--- src/rtl/mgmt_pkg.sv ---
package mgmt_pkg;

  typedef enum logic [1:0] {
    ST_IDLE      = 2'd0,
    ST_SAVE_WAIT = 2'd1,
    ST_ACK_WAIT  = 2'd2,
    ST_MGMT      = 2'd3
  } seqState_t;

  // Strobes from the control FSM to the datapath registers.
  typedef struct packed {
    logic clrPending;
    logic fireSave;
    logic fireAck;
    logic fireStart;
  } seqStrobe_t;

endpackage

--- src/rtl/mgmtDatapath.sv ---
module mgmtDatapath
  import mgmt_pkg::*;
#(
  parameter int SYNC_STAGES = 2
) (
  input  logic       clk,
  input  logic       rstN,
  input  logic       intReqN,
  input  seqStrobe_t strobe,
  output logic       pendingReq,
  output logic       saveReq,
  output logic       ackReq,
  output logic       handlerStart,
  output logic       floatEn
);

  localparam int LAST = SYNC_STAGES - 1;

  // Synchroniser: left without reset so it tracks the pin through reset,
  // which the strap capture depends on.
  logic [LAST:0] syncChain;
  logic          reqLevel;
  logic          prevLevel;
  logic          reqEdge;
  logic          strapDone;

  generate
    for (genvar g = 0; g < SYNC_STAGES; g++) begin : g_sync
      if (g == 0) begin : g_first
        always_ff @(posedge clk) syncChain[0] <= ~intReqN;
      end else begin : g_next
        always_ff @(posedge clk) syncChain[g] <= syncChain[g-1];
      end
    end
  endgenerate

  assign reqLevel = syncChain[LAST];
  assign reqEdge  = reqLevel & ~prevLevel;

  // prevLevel resets high so a request held through reset is not an edge.
  always_ff @(posedge clk or negedge rstN) begin
    if (!rstN) begin
      prevLevel  <= 1'b1;
      pendingReq <= 1'b0;
    end else begin
      prevLevel  <= reqLevel;
      pendingReq <= reqEdge | (pendingReq & ~strobe.clrPending);
    end
  end

  always_ff @(posedge clk or negedge rstN) begin
    if (!rstN) begin
      saveReq      <= 1'b0;
      ackReq       <= 1'b0;
      handlerStart <= 1'b0;
    end else begin
      saveReq      <= strobe.fireSave;
      ackReq       <= strobe.fireAck;
      handlerStart <= strobe.fireStart;
    end
  end

  always_ff @(posedge clk or negedge rstN) begin
    if (!rstN) begin
      strapDone <= 1'b0;
      floatEn   <= 1'b0;
    end else if (!strapDone) begin
      strapDone <= 1'b1;
      floatEn   <= reqLevel;
    end
  end

  p_float_hold_r9: assert property (@(posedge clk) disable iff (!rstN)
    strapDone |=> $stable(floatEn));

  p_save_pulse_r3: assert property (@(posedge clk) disable iff (!rstN)
    saveReq |=> !saveReq);

  p_ack_pulse_r4: assert property (@(posedge clk) disable iff (!rstN)
    ackReq |=> !ackReq);

  p_start_pulse_r5: assert property (@(posedge clk) disable iff (!rstN)
    handlerStart |=> !handlerStart);

endmodule

--- src/rtl/mgmtControl.sv ---
module mgmtControl
  import mgmt_pkg::*;
(
  input  logic       clk,
  input  logic       rstN,
  input  logic       pendingReq,
  input  logic       saveDone,
  input  logic       ackDone,
  input  logic       resume,
  output seqStrobe_t strobe,
  output logic       mgmtActive
);

  seqState_t state, nextState;

  always_ff @(posedge clk or negedge rstN) begin
    if (!rstN) state <= ST_IDLE;
    else       state <= nextState;
  end

  always_comb begin
    nextState = state;
    strobe    = '0;
    unique case (state)
      ST_IDLE: if (pendingReq) begin
        nextState         = ST_SAVE_WAIT;
        strobe.fireSave   = 1'b1;
        strobe.clrPending = 1'b1;
      end
      ST_SAVE_WAIT: if (saveDone) begin
        nextState      = ST_ACK_WAIT;
        strobe.fireAck = 1'b1;
      end
      ST_ACK_WAIT: if (ackDone) begin
        nextState        = ST_MGMT;
        strobe.fireStart = 1'b1;
      end
      ST_MGMT: if (resume) nextState = ST_IDLE;
      default: nextState = ST_IDLE;
    endcase
  end

  assign mgmtActive = (state != ST_IDLE);

  p_early_resume_r8: assert property (@(posedge clk) disable iff (!rstN)
    (state == ST_SAVE_WAIT || state == ST_ACK_WAIT) |=> state != ST_IDLE);

  p_stray_done_r6: assert property (@(posedge clk) disable iff (!rstN)
    (state == ST_IDLE) |=> state != ST_ACK_WAIT && state != ST_MGMT);

endmodule

--- src/rtl/mgmtIntSeq.sv ---
module mgmtIntSeq
  import mgmt_pkg::*;
#(
  parameter int SYNC_STAGES = 2
) (
  input  logic clk,
  input  logic rstN,
  input  logic intReqN,
  input  logic saveDone,
  input  logic ackDone,
  input  logic resume,
  output logic saveReq,
  output logic ackReq,
  output logic handlerStart,
  output logic mgmtActive,
  output logic floatEn
);

  seqStrobe_t strobe;
  logic       pendingReq;

  mgmtDatapath #(.SYNC_STAGES(SYNC_STAGES)) i_dp (
    .clk(clk), .rstN(rstN), .intReqN(intReqN), .strobe(strobe),
    .pendingReq(pendingReq), .saveReq(saveReq), .ackReq(ackReq),
    .handlerStart(handlerStart), .floatEn(floatEn)
  );

  mgmtControl i_ctl (
    .clk(clk), .rstN(rstN), .pendingReq(pendingReq), .saveDone(saveDone),
    .ackDone(ackDone), .resume(resume), .strobe(strobe), .mgmtActive(mgmtActive)
  );

  p_enter_from_idle_r7: assert property (@(posedge clk) disable iff (!rstN)
    saveReq |-> !$past(mgmtActive));

  p_active_on_save_r3: assert property (@(posedge clk) disable iff (!rstN)
    saveReq |-> mgmtActive);

  p_ack_after_save_r4: assert property (@(posedge clk) disable iff (!rstN)
    ackReq |-> $past(saveDone));

  p_start_after_ack_r5: assert property (@(posedge clk) disable iff (!rstN)
    handlerStart |-> $past(ackDone) && mgmtActive);

endmodule

--- config.mk ---
export PLATFORM = sky130hd
export DESIGN_NAME = mgmtIntSeq
export DESIGN_NICKNAME = d
export VERILOG_FILES = /design/src/rtl/mgmt_pkg.sv /design/src/rtl/mgmtDatapath.sv /design/src/rtl/mgmtControl.sv /design/src/rtl/mgmtIntSeq.sv
export SDC_FILE = /design/constraint.sdc
export NUM_CORES = 1
export LEC_CHECK = 0
export ABC_CLOCK_PERIOD_IN_PS = 1600
export BUFFER_PORTS_ARGS = -buffer_cell sky130_fd_sc_hd__buf_2
export CORE_AREA = 4 4 41 43
export CTS_CLUSTER_SIZE = 25
export DETAILED_ROUTE_END_ITERATION = 8
export DIE_AREA = 0 0 45 47
export PLACE_DENSITY = 0.53
export SYNTH_ARGS = -nofsm -noshare
export SYNTH_HDL_FRONTEND = slang
export SYNTH_SLANG_ARGS = --single-unit
--- constraint.sdc ---
create_clock -name clk -period 1.6 [get_ports clk]
set_input_delay 0.32 -clock clk [delete_from_list [all_inputs] [get_ports clk]]
set_output_delay 0.32 -clock clk [all_outputs]
set_load 0.01 [all_outputs]
==> metrics.txt, run 1 <==
Post-Syn Nets 45; IO buf count 10; top_reg_cell synth dfrtp_1; Tcrit/Tclk final 0.985; FP Rows 13; CTS buffer count 3; Final Hold Fails 0; Syn Inst Count 35; I/O Pins 11; layout cells sized above 1 0.463; share of flip-flops with an asynchronous set or reset 0.818; largest net degree at the start of global routing 10; Yosys warning count 0; Finished Core Util 0.483; Pwr Density 1840 mW/mm^2; skew final 0.00643 ns; via count 286; post-layout min period 1.58 ns; # DRC 0; die width 45 um; top cell type's share of synthesized area 0.431; Hold Path Class in -> reg; Post-Syn Area 464 um^2; Design Power 1160 uW; first-pass GRT wire length 1.17 mm; die area 0.00212 mm^2; crit start category flop; drt initial violations 1; area grow syn2layout 35.3%; Clock Latency Late Sink 0.26 ns; number of synthesized flops with an enable pin 0; # nets final 65; cell family with most CP delay flip-flops; Crit Path Class reg -> reg; Pleak 0.000319 uW; TritonCTS clock tree built; router iterations before antenna repair 2; Critical Path RT 1.75 ns; mean post-synth cell area 13.3 um^2; R2R depth 5; die height 47 um; Max Clk Rate 0.635 GHz; CTS H-tree depth 1; worst vdd ir 674 uV; Starting Density 0.357; Cell variety after synth 16; CP Depth 5; vias in the first global route 278; CP bufs+invs 1; status finished clean; CP endpoint kind flop; WL final 762 um; diode count 0; top cells by area, synth dfrtp_1 (43%), ha_1 (11%), dfxtp_1 (8.6%); core area 0.00130 mm^2; RD Place Congestion 0.677; top-count cell post-synth dfrtp_1; area leader, netlist dfrtp_1; max-cap viol count 0; commonest cells in the netlist dfrtp_1 (8), inv_1 (6), ha_1 (4); Worst-path clk slew 0.07 ns; fin. max-slew vios 0; #FFs+latches synth 11; crit-path cells buf_6 > ha_4 > nor2b_4 > a2111oi_4 > mux2_4; Bufs on Longest Clock Path 2; critical path's slowest cell dfrtp_1; Seq/Total Area, Yosys 0.574; Total GRT Usage 0.0813; post-route ant nets 0; Critical Path Fanout Max 3; HPWL Detailed 583 um; Sink Count 11; initial antenna violation count 0; slowest stage delay, CP 0.41 ns; routed len/inst 11.0 um; RSZ-0062 raised after global routing true; CTS root buf clkbuf_4; total grt overflow 0; hold depth 2; # setup viols final 0; Worst Path Arrival 1.73 ns; vias per cell 4.14
## state kept, by name, indices dropped and copies added (netlist names)
register,count
i_dp.reqLevel,1
i_dp.prevLevel,1
i_dp.handlerStart,1
i_dp.saveReq,1
i_dp.ackReq,1
i_ctl.state,2
i_dp.strapDone,1
i_dp.pendingReq,1
i_dp.floatEn,1
i_dp.syncChain,1
## power by group
group          switching (uW)  internal [uW]  leakage (uW)
clock                    88.4           96.3     0.0000150
sequential               36.4            352      0.000126
combinational             251            333      0.000177
total                     375            781      0.000319
## worst register-to-register path: stages, from the launching register on
cell       delay, ns
dfrtp_1         0.41
buf_6           0.14
ha_4            0.15
nor2b_4         0.12
a2111oi_4       0.32
mux2_4          0.33
## metrics by stage
step / std cells / TNS [ns] / setup WS [ns] / hold WS (ns) / area, um^2
after floorplan: 35 / 0 / 0.0829 / 0.0244 / 464
after global placement: 61 / 0 / 0.0600 / 0.177 / 541
after detailed placement: 61 / 0 / 0.00562 / 0.184 / 541
after CTS: 68 / 0 / 0.00413 / 0.192 / 604
after global routing: 69 / -0.113 / -0.0442 / 0.200 / 628
final: 69 / 0 / 0.0244 / 0.203 / 628
## logic make-up after synthesis
family / count (synthesis) / share of synthesized area
AO/OA/AOI/OAI: 3 / 0.0836
AND/OR/NAND/NOR: 8 / 0.124
buffers and inverters: 6 / 0.0485
other: 1 / 0.00808
multiplexers: 2 / 0.0539
adder cells (fa/ha/maj): 4 / 0.108
flip-flops: 11 / 0.574
## area by class of cell
class | instances | area, um^2
sequential | 11 | 267
tap | 15 | 18.8
inverter | 6 | 22.5
timing repair buffer | 15 | 93.8
fill | 130 | 673
multi-input combinational | 18 | 200
clock buffer | 4 | 26.3
## timing repair
action                     CTS  global route
pin swaps                    1             1
setup buffers                2             1
hold endpoints to repair     8             0
hold buffers                 1             0
setup endpoints to repair    2             3
resized for setup            2             4
## cells in the final DEF (no fill, tap or decap)
master         netlist  routed
conb_1               1       1
nor2_1               2       2
buf_2                0      10
dfrtp_1              8       8
ha_1                 4       2
dfxtp_1              2       2
dfstp_2              1       1
clkbuf_1             0       1
dlygate4sd3_1        0       1
mux2_4               1       1
a2111oi_4            1       1
o22ai_1              1       1
ha_4                 0       2
inv_1                6       5
and2_1               2       2
inv_2                0       1
buf_4                0       3
o21ai_0              1       1
nor2b_1              1       1
nor2b_4              2       2
buf_6                0       1
mux2i_1              1       1
clkbuf_4             0       3
nand2_1              1       1
## path summary, 6_finish.rpt
kind                                 from                 to  slack, ns
min reg2reg                 i_dp.reqLevel     i_dp.prevLevel       0.32
max                        i_ctl.state[1]     i_ctl.state[1]       0.02
min                               intReqN  i_dp.syncChain[0]       0.20
max in group asynchronous            rstN     i_dp.prevLevel       0.92
max reg2reg                i_ctl.state[1]     i_ctl.state[1]       0.02
min in group asynchronous            rstN    i_dp.pendingReq       0.43
## per-layer routing
layer,global-route usage,part of all wire,up-vias
li1,-,-,146
met2,0.121,0.50,10
met3,0.0383,0.092,0
met4,0.0351,0,0
met5,0,0,-
met1,0.100,0.41,130
No activity file was read; power rests on OpenSTA's default activity.
==> run 2, diff against run 1 <==
==> constraint.sdc (replaced) <==
create_clock -name clk -period 1.6 [get_ports clk]
set_input_delay 0.32 -clock clk [delete_from_list [all_inputs] [get_ports clk]]
set_output_delay 0.32 -clock clk [all_outputs]
set_load 0.02 [all_outputs]
==> metrics.txt, run 2 (same netlist as run 1, synthesis figures left out) <==
Worst-path clk slew 0.07 ns (about the same); Max Clk Rate 0.632 GHz (-0.46%); crit start category flop; sequential cell area 267 um^2 (unchanged); CTS root buf clkbuf_4; Critical Path Fanout Max 3 (unchanged); die height 47 um (unchanged); first-pass GRT wire length 1.17 mm (unchanged); post-layout min period 1.58 ns (+0.00735 ns); Critical Path RT 1.28 ns (-0.47 ns); largest net degree at the start of global routing 10 (unchanged); fin. max-slew vios 0 (unchanged); CP endpoint kind output port; P_int 789 uW (+1.0%); die width 45 um (unchanged); I/O Pins 11 (unchanged); Bufs on Longest Clock Path 2 (unchanged); area of the multi-input gates 200 um^2 (unchanged); vias in the first global route 278 (unchanged); status finished clean; router iterations before antenna repair 2 (unchanged); RSZ-0062 raised after global routing true; cell family with most CP delay buffers and inverters; Pleak 0.000320 uW (+0.42%); WL final 761 um (-0.13%); Starting Density 0.357 (unchanged); clock group share of total power 0.154 (-0.006); Flop pwr share 0.324 (-0.012); max reg flops 2 (unchanged); skew final 0.00643 ns (unchanged); Hold WS 0.203 ns (unchanged); leading cell types in the layout, fill and taps excluded buf_2 (9), dfrtp_1 (8), inv_1 (5); Top reg by flops i_ctl.state; Clock Latency Late Sink 0.26 ns (about the same); die area 0.00212 mm^2 (unchanged); RD Place Congestion 0.677 (unchanged); Sw Share 0.340 (+0.0160); IO buf count 10 (unchanged); Final Hold Fails 0 (unchanged); # DRC 0 (unchanged); critical path's slowest cell dfrtp_1; post-route ant nets 0 (unchanged); routed len/inst 11.0 um (-0.13%); CTS buffer count 3 (unchanged); core area 0.00130 mm^2 (unchanged); Post-DP Area 541 um^2 (unchanged); Worst Path Arrival 1.26 ns (-0.47 ns); Tcrit/Tclk final 0.989 (+0.00459); Filler Cells Inserted 129 (-0.77%); HPWL Detailed 583 um (unchanged); # setup viols final 0 (unchanged); commonest non-fill, non-tap cell in the layout buf_2; diode count 0 (unchanged); max-cap viol count 0 (unchanged); Total GRT Usage 0.0813 (unchanged); Inst Count DP 61 (unchanged); CP bufs+invs 4 (+3); FP Rows 13 (unchanged); Post-Layout Cell Count 69 (unchanged); share of power burned in combinational logic 0.521 (+0.016); CTS H-tree depth 1 (unchanged); via count 286 (unchanged); Switch Pwr 407 uW (+8.5%); area grow syn2layout 35.8%; initial antenna violation count 0 (unchanged); Crit Path Class reg -> out; drt initial violations 1 (unchanged); layout cells sized above 1 0.463 (unchanged); vias per cell 4.14 (unchanged); crit-path cells inv_1 > ha_4 > buf_4 > inv_1 > buf_4; Hold Path Class in -> reg; Sink Count 11 (unchanged); TritonCTS clock tree built; post-route cell area 631 um^2 (+0.40%); # nets final 65 (unchanged); Pwr Density 1900 mW/mm^2 (+3.0%); slowest stage delay, CP 0.40 ns (about the same); worst vdd ir 679 uV (+0.80%); total grt overflow 0 (unchanged)
[run 2: power by group through the flow]
| stage | clock network (uW) | registers, uW | logic [uW] |
|---|---|---|---|
| after floorplan | 0 | 423 | 321 |
| after global placement | 0 | 392 | 463 |
| after detailed placement | 0 | 394 | 480 |
| after CTS | 194 | 387 | 572 |
| after global routing | 208 | 394 | 670 |
| final | 185 | 388 | 624 |
[run 2: path summary, 6_finish.rpt]
kind / end / slack [ns] / start / cells past startpoint
max: mgmtActive / 0.02 / i_ctl.state[1] / 5
min: i_dp.syncChain[0] / 0.20 / intReqN / 2
max reg2reg: i_ctl.state[1] / 0.02 / i_ctl.state[1] / 5
min reg2reg: i_dp.prevLevel / 0.32 / i_dp.reqLevel / 0
max in group asynchronous: i_dp.prevLevel / 0.92 / rstN / 2
min in group asynchronous: i_dp.pendingReq / 0.43 / rstN / 2
[run 2: cell type report]
class                           instances  share of cell area
Timing Repair Buffer                   15               0.153
Clock buffer                            4              0.0417
Sequential cell                        11               0.423
Inverter                                6              0.0357
Tap cell                               15              0.0298
Multi-Input combinational cell         18               0.317
[run 2: per-layer routing]
metal	GRT usage	part of all wire
met5	0	0
met4	0.0351	0
met3	0.0383	0.092
met2	0.121	0.50
met1	0.100	0.41
[run 2: timing repair]
action                                  in CTS  in global routing
pin swaps                                    1                  1
hold buffers                                 1                  0
resized for setup                            4                  3
endpoints found under the setup margin       2                  3
setup buffers                                2                  1
endpoints found under the hold margin        8                  0
[run 2: worst reg2reg max path: stages, from the launching register on]
cell and delay, ns:
dfrtp_1 0.41, buf_6 0.14, ha_4 0.15, nor2b_4 0.12
a2111oi_4 0.32, mux2_4 0.33
[run 2: through the flow]
step	power (uW)	setup WS, ns	utilization	TNS, ns
2_1_floorplan	744	0.0829	-	0
3_3_place_gp	855	0.0600	0.415	0
3_5_place_dp	874	0.00562	0.415	0
4_1_cts	1150	0.00413	0.466	0
5_1_grt	1270	-0.0577	0.485	-0.130
6_report	1200	0.0170	0.485	0
